==> src/rtl/aud_tx_pkg.sv <==
package aud_tx_pkg;

  typedef enum logic [1:0] {
    MODE_SLAVE = 2'b00,
    MODE_256   = 2'b01,
    MODE_384   = 2'b10,
    MODE_512   = 2'b11
  } clk_mode_e;

  typedef enum logic {
    FMT_I2S = 1'b0,
    FMT_LJ  = 1'b1
  } frame_fmt_e;

  localparam int DIV_W = 3;

  // bit-clock half period in system clocks
  function automatic logic [DIV_W-1:0] half_of(input logic [1:0] m);
    case (m)
      MODE_256: half_of = DIV_W'(2);
      MODE_384: half_of = DIV_W'(3);
      default:  half_of = DIV_W'(4);
    endcase
  endfunction

endpackage

==> src/rtl/aud_clk_master.sv <==
module aud_clk_master
  import aud_tx_pkg::*;
(
  input  logic             clk_i,
  input  logic             rst_ni,
  input  logic             en_i,
  input  logic [DIV_W-1:0] half_i,
  input  logic             slot_end_i,
  output logic             bck_o,
  output logic             lrck_o,
  output logic             rise_o,
  output logic             fall_o,
  output logic             lrck_nx_o
);

  logic [DIV_W-1:0] div_q;
  logic             bck_q, lrck_q, wrap;

  assign wrap      = (div_q == half_i - 1'b1);
  assign rise_o    = en_i & wrap & ~bck_q;
  assign fall_o    = en_i & wrap &  bck_q;
  // level the word clock takes at this falling edge
  assign lrck_nx_o = (fall_o & slot_end_i) ? ~lrck_q : lrck_q;

  always_ff @(posedge clk_i or negedge rst_ni) begin
    if (!rst_ni) begin
      div_q  <= '0;
      bck_q  <= 1'b0;
      lrck_q <= 1'b0;
    end else if (!en_i) begin
      div_q  <= '0;
      bck_q  <= 1'b0;
      lrck_q <= 1'b0;
    end else begin
      div_q  <= wrap ? '0 : div_q + 1'b1;
      if (wrap) bck_q <= ~bck_q;
      lrck_q <= lrck_nx_o;
    end
  end

  assign bck_o  = bck_q;
  assign lrck_o = lrck_q;

endmodule

==> src/rtl/aud_clk_slave.sv <==
module aud_clk_slave #(
  parameter int SYNC_N = 2
) (
  input  logic clk_i,
  input  logic rst_ni,
  input  logic en_i,
  input  logic bck_i,
  input  logic lrck_i,
  output logic rise_o,
  output logic fall_o,
  output logic lrck_o
);

  logic [SYNC_N-1:0] bck_s, lrck_s;
  logic              bck_d;

  always_ff @(posedge clk_i or negedge rst_ni) begin
    if (!rst_ni) begin
      bck_s  <= '0;
      lrck_s <= '0;
      bck_d  <= 1'b0;
    end else begin
      bck_s  <= {bck_s[SYNC_N-2:0], bck_i};
      lrck_s <= {lrck_s[SYNC_N-2:0], lrck_i};
      bck_d  <= bck_s[SYNC_N-1];
    end
  end

  assign rise_o = en_i &  bck_s[SYNC_N-1] & ~bck_d;
  assign fall_o = en_i & ~bck_s[SYNC_N-1] &  bck_d;
  assign lrck_o = lrck_s[SYNC_N-1];

endmodule

==> src/rtl/aud_slot_ser.sv <==
module aud_slot_ser
  import aud_tx_pkg::*;
#(
  parameter int SMP_W  = 24,
  parameter int SLOT_W = 32
) (
  input  logic             clk_i,
  input  logic             rst_ni,
  input  logic             fmt_i,
  input  logic             rise_i,
  input  logic             fall_i,
  input  logic             lrck_i,
  input  logic [SMP_W-1:0] smp_l_i,
  input  logic [SMP_W-1:0] smp_r_i,
  input  logic             smp_valid_i,
  output logic             slot_end_o,
  output logic             dout_o
);

  localparam int POS_W = $clog2(SLOT_W);
  localparam logic [POS_W-1:0] POS_LAST = POS_W'(SLOT_W - 1);

  logic [SMP_W-1:0] pend_l, pend_r, frm_l, frm_r, word, word_sh;
  logic [POS_W-1:0] pos_q, pos_n;
  logic [POS_W:0]   off;
  logic             lrck_rise_q, dout_q, new_slot, left, bit_n;

  assign new_slot = (lrck_i != lrck_rise_q);
  assign left     = (fmt_i == FMT_LJ) ? lrck_i : ~lrck_i;
  assign slot_end_o = (pos_q == POS_LAST);

  always_comb begin
    if (new_slot)             pos_n = '0;
    else if (pos_q == POS_LAST) pos_n = pos_q;
    else                      pos_n = pos_q + 1'b1;
    // data offset inside the slot; I2S delays by one bit, wrap on pos 0 yields zero
    off  = (fmt_i == FMT_LJ) ? {1'b0, pos_n} : {1'b0, pos_n} - 1'b1;
    if (new_slot && left) word = pend_l;
    else                  word = left ? frm_l : frm_r;
    word_sh = word << off;
    bit_n   = (off < (POS_W+1)'(SMP_W)) ? word_sh[SMP_W-1] : 1'b0;
  end

  always_ff @(posedge clk_i or negedge rst_ni) begin
    if (!rst_ni) begin
      pend_l      <= '0;
      pend_r      <= '0;
      frm_l       <= '0;
      frm_r       <= '0;
      pos_q       <= POS_LAST;
      lrck_rise_q <= 1'b0;
      dout_q      <= 1'b0;
    end else begin
      if (smp_valid_i) begin
        pend_l <= smp_l_i;
        pend_r <= smp_r_i;
      end
      if (rise_i) lrck_rise_q <= lrck_i;
      if (fall_i) begin
        pos_q  <= pos_n;
        dout_q <= bit_n;
        if (new_slot && left) begin
          frm_l <= pend_l;
          frm_r <= pend_r;
        end
      end
    end
  end

  assign dout_o = dout_q;

endmodule

==> src/rtl/audio_ser_tx.sv <==
module audio_ser_tx
  import aud_tx_pkg::*;
#(
  parameter int SMP_W  = 24,
  parameter int SLOT_W = 32,
  parameter int SYNC_N = 2
) (
  input  logic             clk_i,
  input  logic             rst_ni,
  input  logic [1:0]       mode_i,
  input  logic             fmt_i,
  input  logic [SMP_W-1:0] smp_l_i,
  input  logic [SMP_W-1:0] smp_r_i,
  input  logic             smp_valid_i,
  input  logic             bck_i,
  input  logic             lrck_i,
  output logic             bck_o,
  output logic             lrck_o,
  output logic             clk_oe_o,
  output logic             dout_o
);

  logic             master;
  logic [DIV_W-1:0] half;
  logic             m_rise, m_fall, m_lrck_nx;
  logic             s_rise, s_fall, s_lrck;
  logic             ev_rise, ev_fall, ev_lrck, slot_end;

  assign master = (mode_i != MODE_SLAVE);
  assign half   = half_of(mode_i);

  aud_clk_master u_mst (
    .clk_i      (clk_i),
    .rst_ni     (rst_ni),
    .en_i       (master),
    .half_i     (half),
    .slot_end_i (slot_end),
    .bck_o      (bck_o),
    .lrck_o     (lrck_o),
    .rise_o     (m_rise),
    .fall_o     (m_fall),
    .lrck_nx_o  (m_lrck_nx)
  );

  aud_clk_slave #(.SYNC_N(SYNC_N)) u_slv (
    .clk_i  (clk_i),
    .rst_ni (rst_ni),
    .en_i   (~master),
    .bck_i  (bck_i),
    .lrck_i (lrck_i),
    .rise_o (s_rise),
    .fall_o (s_fall),
    .lrck_o (s_lrck)
  );

  assign ev_rise = master ? m_rise    : s_rise;
  assign ev_fall = master ? m_fall    : s_fall;
  assign ev_lrck = master ? m_lrck_nx : s_lrck;

  aud_slot_ser #(.SMP_W(SMP_W), .SLOT_W(SLOT_W)) u_ser (
    .clk_i       (clk_i),
    .rst_ni      (rst_ni),
    .fmt_i       (fmt_i),
    .rise_i      (ev_rise),
    .fall_i      (ev_fall),
    .lrck_i      (ev_lrck),
    .smp_l_i     (smp_l_i),
    .smp_r_i     (smp_r_i),
    .smp_valid_i (smp_valid_i),
    .slot_end_o  (slot_end),
    .dout_o      (dout_o)
  );

  assign clk_oe_o = master;

endmodule

==> config.mk <==
export PLATFORM = sky130hd
export DESIGN_NAME = audio_ser_tx
export DESIGN_NICKNAME = d
export VERILOG_FILES = /design/src/rtl/aud_tx_pkg.sv /design/src/rtl/aud_clk_master.sv /design/src/rtl/aud_clk_slave.sv /design/src/rtl/aud_slot_ser.sv /design/src/rtl/audio_ser_tx.sv
export SDC_FILE = /design/constraint.sdc
export NUM_CORES = 1
export LEC_CHECK = 0
export CELL_PAD_IN_SITES_DETAIL_PLACEMENT = 0
export CELL_PAD_IN_SITES_GLOBAL_PLACEMENT = 2
export CORE_MARGIN = 2
export CORE_UTILIZATION = 34
export CTS_CLUSTER_DIAMETER = 40
export DETAILED_ROUTE_END_ITERATION = 7
export PLACE_DENSITY = 0.77
export SYNTH_ARGS = -nofsm -noshare
export SYNTH_HDL_FRONTEND = slang
export SYNTH_SLANG_ARGS = --single-unit
==> constraint.sdc <==
create_clock -name clk_i -period 4.2 [get_ports clk_i]
set_input_delay 0.42 -clock clk_i [delete_from_list [all_inputs] [get_ports clk_i]]
set_output_delay 0.42 -clock clk_i [all_outputs]
set_load 0.01 [all_outputs]
Word-level counts from Yosys, hierarchy flattened
Cells that the tools add are included.

storage, ports and cells
  register bits after elaboration = 113
  input port bits = 56
  word-level logic and storage cells = 59

cells by class
  $add $sub $neg = 4
  order comparisons = 1
  equal/unequal tests = 6
  shifts and indexed selects = 1
  muxes and demuxes = 17
  bitwise logic cells = 14
  reductions and logical operators = 3

operators with widths
  operator                                                                  number
  24-bit two-way mux                                                        2
  24-bit by 6-bit << shifter with 24-bit output                             1
  5-bit two-way mux                                                         2
  1-bit two-way mux                                                         9
  1-bit bitwise AND                                                         8
  6-bit by 5-bit < comparator with 1-bit output (second input constant)     1
  3-bit two-way mux                                                         2
  6-bit two-way mux                                                         1
  1-bit inverter                                                            6
  3-bit one-hot mux with 2 select lines                                     1
  5-bit by 1-bit subtractor with 6-bit output (second input constant)       1
  5-bit by 1-bit adder with 5-bit output (second input constant)            1
  5-bit == test (second input constant)                                     1
  3-bit by 1-bit adder with 3-bit output (second input constant)            1
  3-bit == test                                                             1
  3-bit by 1-bit subtractor with 3-bit output (second input constant)       1
  2-bit by 1-bit == test with 1-bit output (second input constant)          1
  2-bit == test (second input constant)                                     1
  2-bit by 1-bit inequality test with 1-bit output (second input constant)  1
  2-bit AND reduction                                                       1
  2-bit nonzero test                                                        1
  1-bit logical AND                                                         1
  1-bit inequality test                                                     1

Longest topological paths before layout
Gate-level depths: netlist (run 1).

  depth in word-level cells = 15
  depth in mapped cells = 18

Cells and area by module
A second synthesis (run 1) with hierarchy kept.

unflattened totals
  cell total of the unflattened synthesis = 442
  area, all modules = 5,669.2 um^2

modules (own cells, without submodules)
  module          instances  cells an instance  area an instance (um^2)
  aud_slot_ser    1          390                5,054.8
  aud_clk_master  1          35                 385.4
  aud_clk_slave   1          7                  142.6
  audio_ser_tx    1          10                 86.3

Worst setup path after synthesis (run 1)
Ideal clock, no wire load.

  path kind = register to register
  from = reg u_ser.pos_q[1]
  to = reg u_ser.dout_q, in the netlist u_ser.dout_o
  library setup time = 0.110 ns
  arrival = 3.968 ns
  data required time = 4.090 ns
  setup slack = 0.122 ns
  cell stages (with the launch flop) = 14
  buffers on the path = 0
  period minus slack after synthesis = 4.078 ns
  cell sequence = dfstp_2 > ha_1 > nand4_4 > a221o_1 > a211oi_4 > mux2i_1 > inv_1 > ha_1 > nor2_1 > a31oi_2 > o2111a_1 > nor4_1 > or4_1 > o41ai_1

on the way
  cells in the longest elaborated chain, start to end = 10
  elaborated cells between the ends (all ways) = 18
  those cells by class = add/sub (2); order compare (1); eq/ne (2); shift (1); mux (9); bitwise (2); reduce/logical (1)

ends and longest elaborated chain
  element                                                                                                         line                                    source
  start: declaration                                                                                              aud_slot_ser.sv:24                      logic [POS_W-1:0] pos_q, pos_n;
  start signal: assignment                                                                                        aud_slot_ser.sv:60                      pos_q <= pos_n;
  5-bit == test                                                                                                   aud_slot_ser.sv:30, aud_slot_ser.sv:34
  1-bit bitwise AND                                                                                               aud_clk_master.sv:23                    assign lrck_nx_o = (fall_o & slot_end_i) ? ~lrck_q : lrck_q;
  1-bit two-way mux                                                                                               aud_clk_master.sv:23
  1-bit two-way mux                                                                                               audio_ser_tx.sv:58                      assign ev_lrck = master ? m_lrck_nx : s_lrck;
  1-bit inequality test or 1-bit inverter (tied branches)                                                         aud_slot_ser.sv:28, aud_slot_ser.sv:29
  5-bit two-way mux or 1-bit two-way mux (tied branches)                                                          aud_slot_ser.sv:33, aud_slot_ser.sv:29
  5-bit by 1-bit subtractor with 6-bit output (tied with other cells)                                             aud_slot_ser.sv:37                      off = (fmt_i == FMT_LJ) ? {1'b0, pos_n} : {1'b0, pos_n} - 1'b1;
  6-bit two-way mux or 24-bit two-way mux (tied branches)                                                         aud_slot_ser.sv:37, aud_slot_ser.sv:38
  24-bit by 6-bit << shifter with 24-bit output or 6-bit by 5-bit < comparator with 1-bit output (tied branches)  aud_slot_ser.sv:40, aud_slot_ser.sv:41
  1-bit two-way mux *                                                                                             aud_slot_ser.sv:41                      bit_n = (off < (POS_W+1)'(SMP_W)) ? word_sh[SMP_W-1] : 1'b0;
  end signal: assignment                                                                                          aud_slot_ser.sv:61                      dout_q <= bit_n;
  end: declaration                                                                                                aud_slot_ser.sv:26                      logic lrck_rise_q, dout_q, new_slot, left, bit_n;

Mark *: on every way between the ends. The rest lies on a longest branch, timed or not.
A chain may end at the register's enable or synchronous reset.

Final worst setup path (run 1)
Ends and elaborated chain as after synthesis.

==> results of run 1 <==
-- area by class of cell --
class	count	share of cell area [%]
multi-input cells	409	39.39
flip-flops and latches	113	35.88
repair buffers	107	12.45
clock buffers	19	5.735
well taps	225	3.565
clock inverters	13	2.646
inverters	7	0.3327
-- state kept, by name, indices dropped and copies added (netlist names), 2 cells and up --
signal	count
u_ser.frm_l	24
u_mst.div_q	3
u_ser.pend_l	24
u_ser.pend_r	24
u_slv.lrck_s	2
u_ser.frm_r	24
u_ser.pos_q	5
u_slv.bck_s	2
-- through the flow --
step | cells | cell area [sq um] | setup TNS, ns | total power (uW)
finish | 893 | 7898 | 0 | 5141
global route | 893 | 7898 | 0 | 5479
CTS | 892 | 7844 | 0 | 5167
detailed placement | 859 | 7172 | -0.2796 | 3525
global placement | 859 | 7172 | -0.2376 | 3498
floorplan | 570 | 6090 | 0 | 2799
-- how the worst max path moves through the flow --
stage | start | endpoint | slack, ns | cells after the start
2_1_floorplan | u_ser.pos_q[1]$_DFFE_PN1P_ | u_ser.dout_o$_DFFE_PN0P_ | 0.12 | 13
3_3_place_gp | mode_i[0] | u_ser.dout_o$_DFFE_PN0P_ | -0.24 | 17
3_5_place_dp | mode_i[0] | u_ser.dout_o$_DFFE_PN0P_ | -0.28 | 17
4_1_cts | mode_i[0] | u_ser.dout_o$_DFFE_PN0P_ | 0.16 | 17
5_1_grt | u_ser.pos_q[1]$_DFFE_PN1P_ | u_ser.dout_o$_DFFE_PN0P_ | 0.003 | 15
6_report | u_ser.pos_q[1]$_DFFE_PN1P_ | u_ser.dout_o$_DFFE_PN0P_ | 0.21 | 17
-- metal layers --
layer	GRT usage (%)	vias up	wire [um]	part of all wire [%]
met5	0	-	0	0
met4	6.746	0	186	1.2
met3	3.937	16	618	4.1
met2	25.62	109	6886	46
met1	23.56	2302	7353	49
li1	-	2276	-	-
-- synth_stat cells (3+ instances only) --
cell type / count
a211oi_1: 18
a21oi_1: 23
a31oi_1: 8
buf_1: 6
buf_2: 5
clkbuf_1: 28
dfrtp_1: 108
dfstp_2: 5
ha_1: 6
inv_1: 6
mux2_2: 98
mux2i_1: 10
nand2_1: 54
nand3_1: 34
nand4_1: 9
nor2_1: 40
nor3_1: 15
nor4_1: 4
o211ai_1: 5
o21a_1: 3
o21ai_0: 17
o22ai_1: 5
xnor2_1: 9
xor2_1: 3
-- kinds of logic after synthesis --
kind of cell	count (synthesis)	share of synthesized area [%]
simple gates	173	13.77
flops	113	46.54
mux	109	20.14
fa+ha+maj	6	1.233
buf+inv	48	3.246
compound gates	106	12.37
xor+xnor	15	2.712
-- what timing repair did --
action / CTS / global route
setup buffers: 0 / 1
hold buffers: 1 / 0
hold endpoints to repair: 35 / 0
setup endpoints to repair: 0 / 1
resized for setup: 0 / 11
-- power by group through the flow --
stage	clock, uW	combinational, uW	sequential [uW]
final	1600	1850	1690
after CTS	1640	1830	1690
after floorplan	0	1210	1590
after global placement	0	1800	1700
after global routing	1690	2050	1730
after detailed placement	0	1820	1710
==> results_dict.tcl, run 1 <==
set metrics [dict create \
    final_cell_mix "dfrtp_1, mux2_2, nand2_1, clkdlybuf4s50_1, buf_4" \
    cts.sinks 113 \
    critPathLaunchType "register" \
    whs_ns 0.3461 \
    comb_power_share_pct 36.1 \
    maxCapViolations 0 \
    crit_family "compound AO/OA/AOI/OAI gates" \
    drtIter0Drc 326 \
    clock_power_share_pct 31.1 \
    dp_slack_ns -0.2796 \
    drt-pass1-iter-count 5 \
    synth_edf_count 0 \
    holdPathStages 0 \
    sequentialPowerShare_pct 32.9 \
    r2r_slack_ns 0.21 \
    relSlewSlack_pct 26.67 \
    seq_area_sq_um 2834 \
    crit_fanout 7 \
    initial_utilization_pct 34.96 \
    cp.required_ns 4.50 \
    cts_buffers 17 \
    fin_skew_ns 0.01791 \
    antenna_found_initial 0 \
    worst_pin_slew_ns 1.100 \
    end_kind "register" \
    yosys_warnings 0 \
    avgSynthCellArea_sq_um 10.68 \
    wire_per_inst_um 16.85 \
    grt_setup_unrepaired "false" \
    detail_route.vias_per_cell 5.267 \
    critPathKind "reg -> reg" \
    intPower_uw 3412 \
    fp.coreArea_sq_um 17420 \
    power.switching_uw 1729 \
    htreeDepth 4 \
    path_clk_slew_ns 0.06 \
    p_leak_uw 0.003302 \
    nets 717 \
    hp-class "reg -> reg" \
    finish.utilization_pct 45.34 \
    worstReg2RegEnd "u_ser.dout_o$_DFFE_PN0P_" \
    crit_chain "ha_1 -> nand4_4 -> a221o_1 -> a211o_4 -> xnor2_1 -> nand2_1 -> ha_1 -> nor2b_2 -> nand2b_1 -> a21oi_1 -> a31oi_1 -> o22ai_2 -> buf_4 -> nand2_1 -> a211oi_1 -> or4_1 -> o41ai_2" \
    dpl.hpwl_um 10340 \
    syn_to_final_growth_pct 29.69 \
    cp.buffers_inverters 1 \
    drive_gt1_share_pct 30.84 \
    grt_pass1_wl_um 24630 \
    grt_start_max_net_pins 53 \
    track_usage_pct 16.98 \
    min_period_ns 3.992 \
    synth_top_area_share_pct 44.38 \
    multi_input_area_sq_um 3110 \
    min_to "u_slv.bck_s[1]$_DFF_PN0_" \
    period_share_pct 95.06 \
    first_global_vias 4735 \
    syn_area_sq_um 6090 \
    finalWorstSetupSlack_ns 0.2075 \
    post-synth-top-area-cell "dfrtp_1" \
    final_common_cell "dfrtp_1" \
    rows 48 \
    drc 0 \
    outcome "finished, final reports clean" \
    critPathMaxStageDelay_ns 0.58 \
    crit_slowest_cell "dfstp_2" \
    synth_area_leaders "dfrtp_1, mux2_2, nand2_1" \
    grt_overflow 0 \
    finalHoldViolations 0 \
    io_pins 60 \
    die_x_um 137.8 \
    place.gp.congestion 0.8444 \
    peakVddDrop_v 0.0003875 \
    reg2reg_from "u_ser.pos_q[1]$_DFFE_PN1P_" \
    cts-root-buf "clkbuf_16" \
    detail-route-antenna-nets 0 \
    drv_slew 0 \
    fillers 1621 \
    ys_types 65 \
    die_area_sq_um 19000 \
    synth_flop_cell "dfrtp_1" \
    cts_tree "built" \
    clkLatencyLatePin_ns 0.42 \
    cp.arrival_ns 4.30 \
    io_buffers 59 \
    synth_cells 570 \
    antenna_cells 0 \
    wl_um 15040 \
    r2r_cells 17 \
    synth_async_sr_flop_share_pct 100.0 \
    ys_seq_area_share_pct 46.54 \
    ys_ff_latch 113 \
    hold_start "u_slv.bck_s[0]$_DFF_PN0_" \
    switching_share_pct 33.63 \
    p_per_area_nw_per_um2 651.0 \
    fmaxAchievable_ghz 0.2505 \
    num_vias 4703 \
    synth_nets 632 \
    clockBufferDepth 2 \
    finalSetupViolations 0 \
    die_y_um 137.8 \
]
(Power assumes the default switching activity.)
==> run 2: changes to the inputs <==
--- a/config.mk
+++ b/config.mk
@@ -15,3 +15,4 @@
 export SYNTH_ARGS = -nofsm -noshare
 export SYNTH_HDL_FRONTEND = slang
 export SYNTH_SLANG_ARGS = --single-unit
+export TNS_END_PERCENT = 50
==> results of run 2 <==
Same layout as run 1: the final DEF is identical, and so are final timing and power.
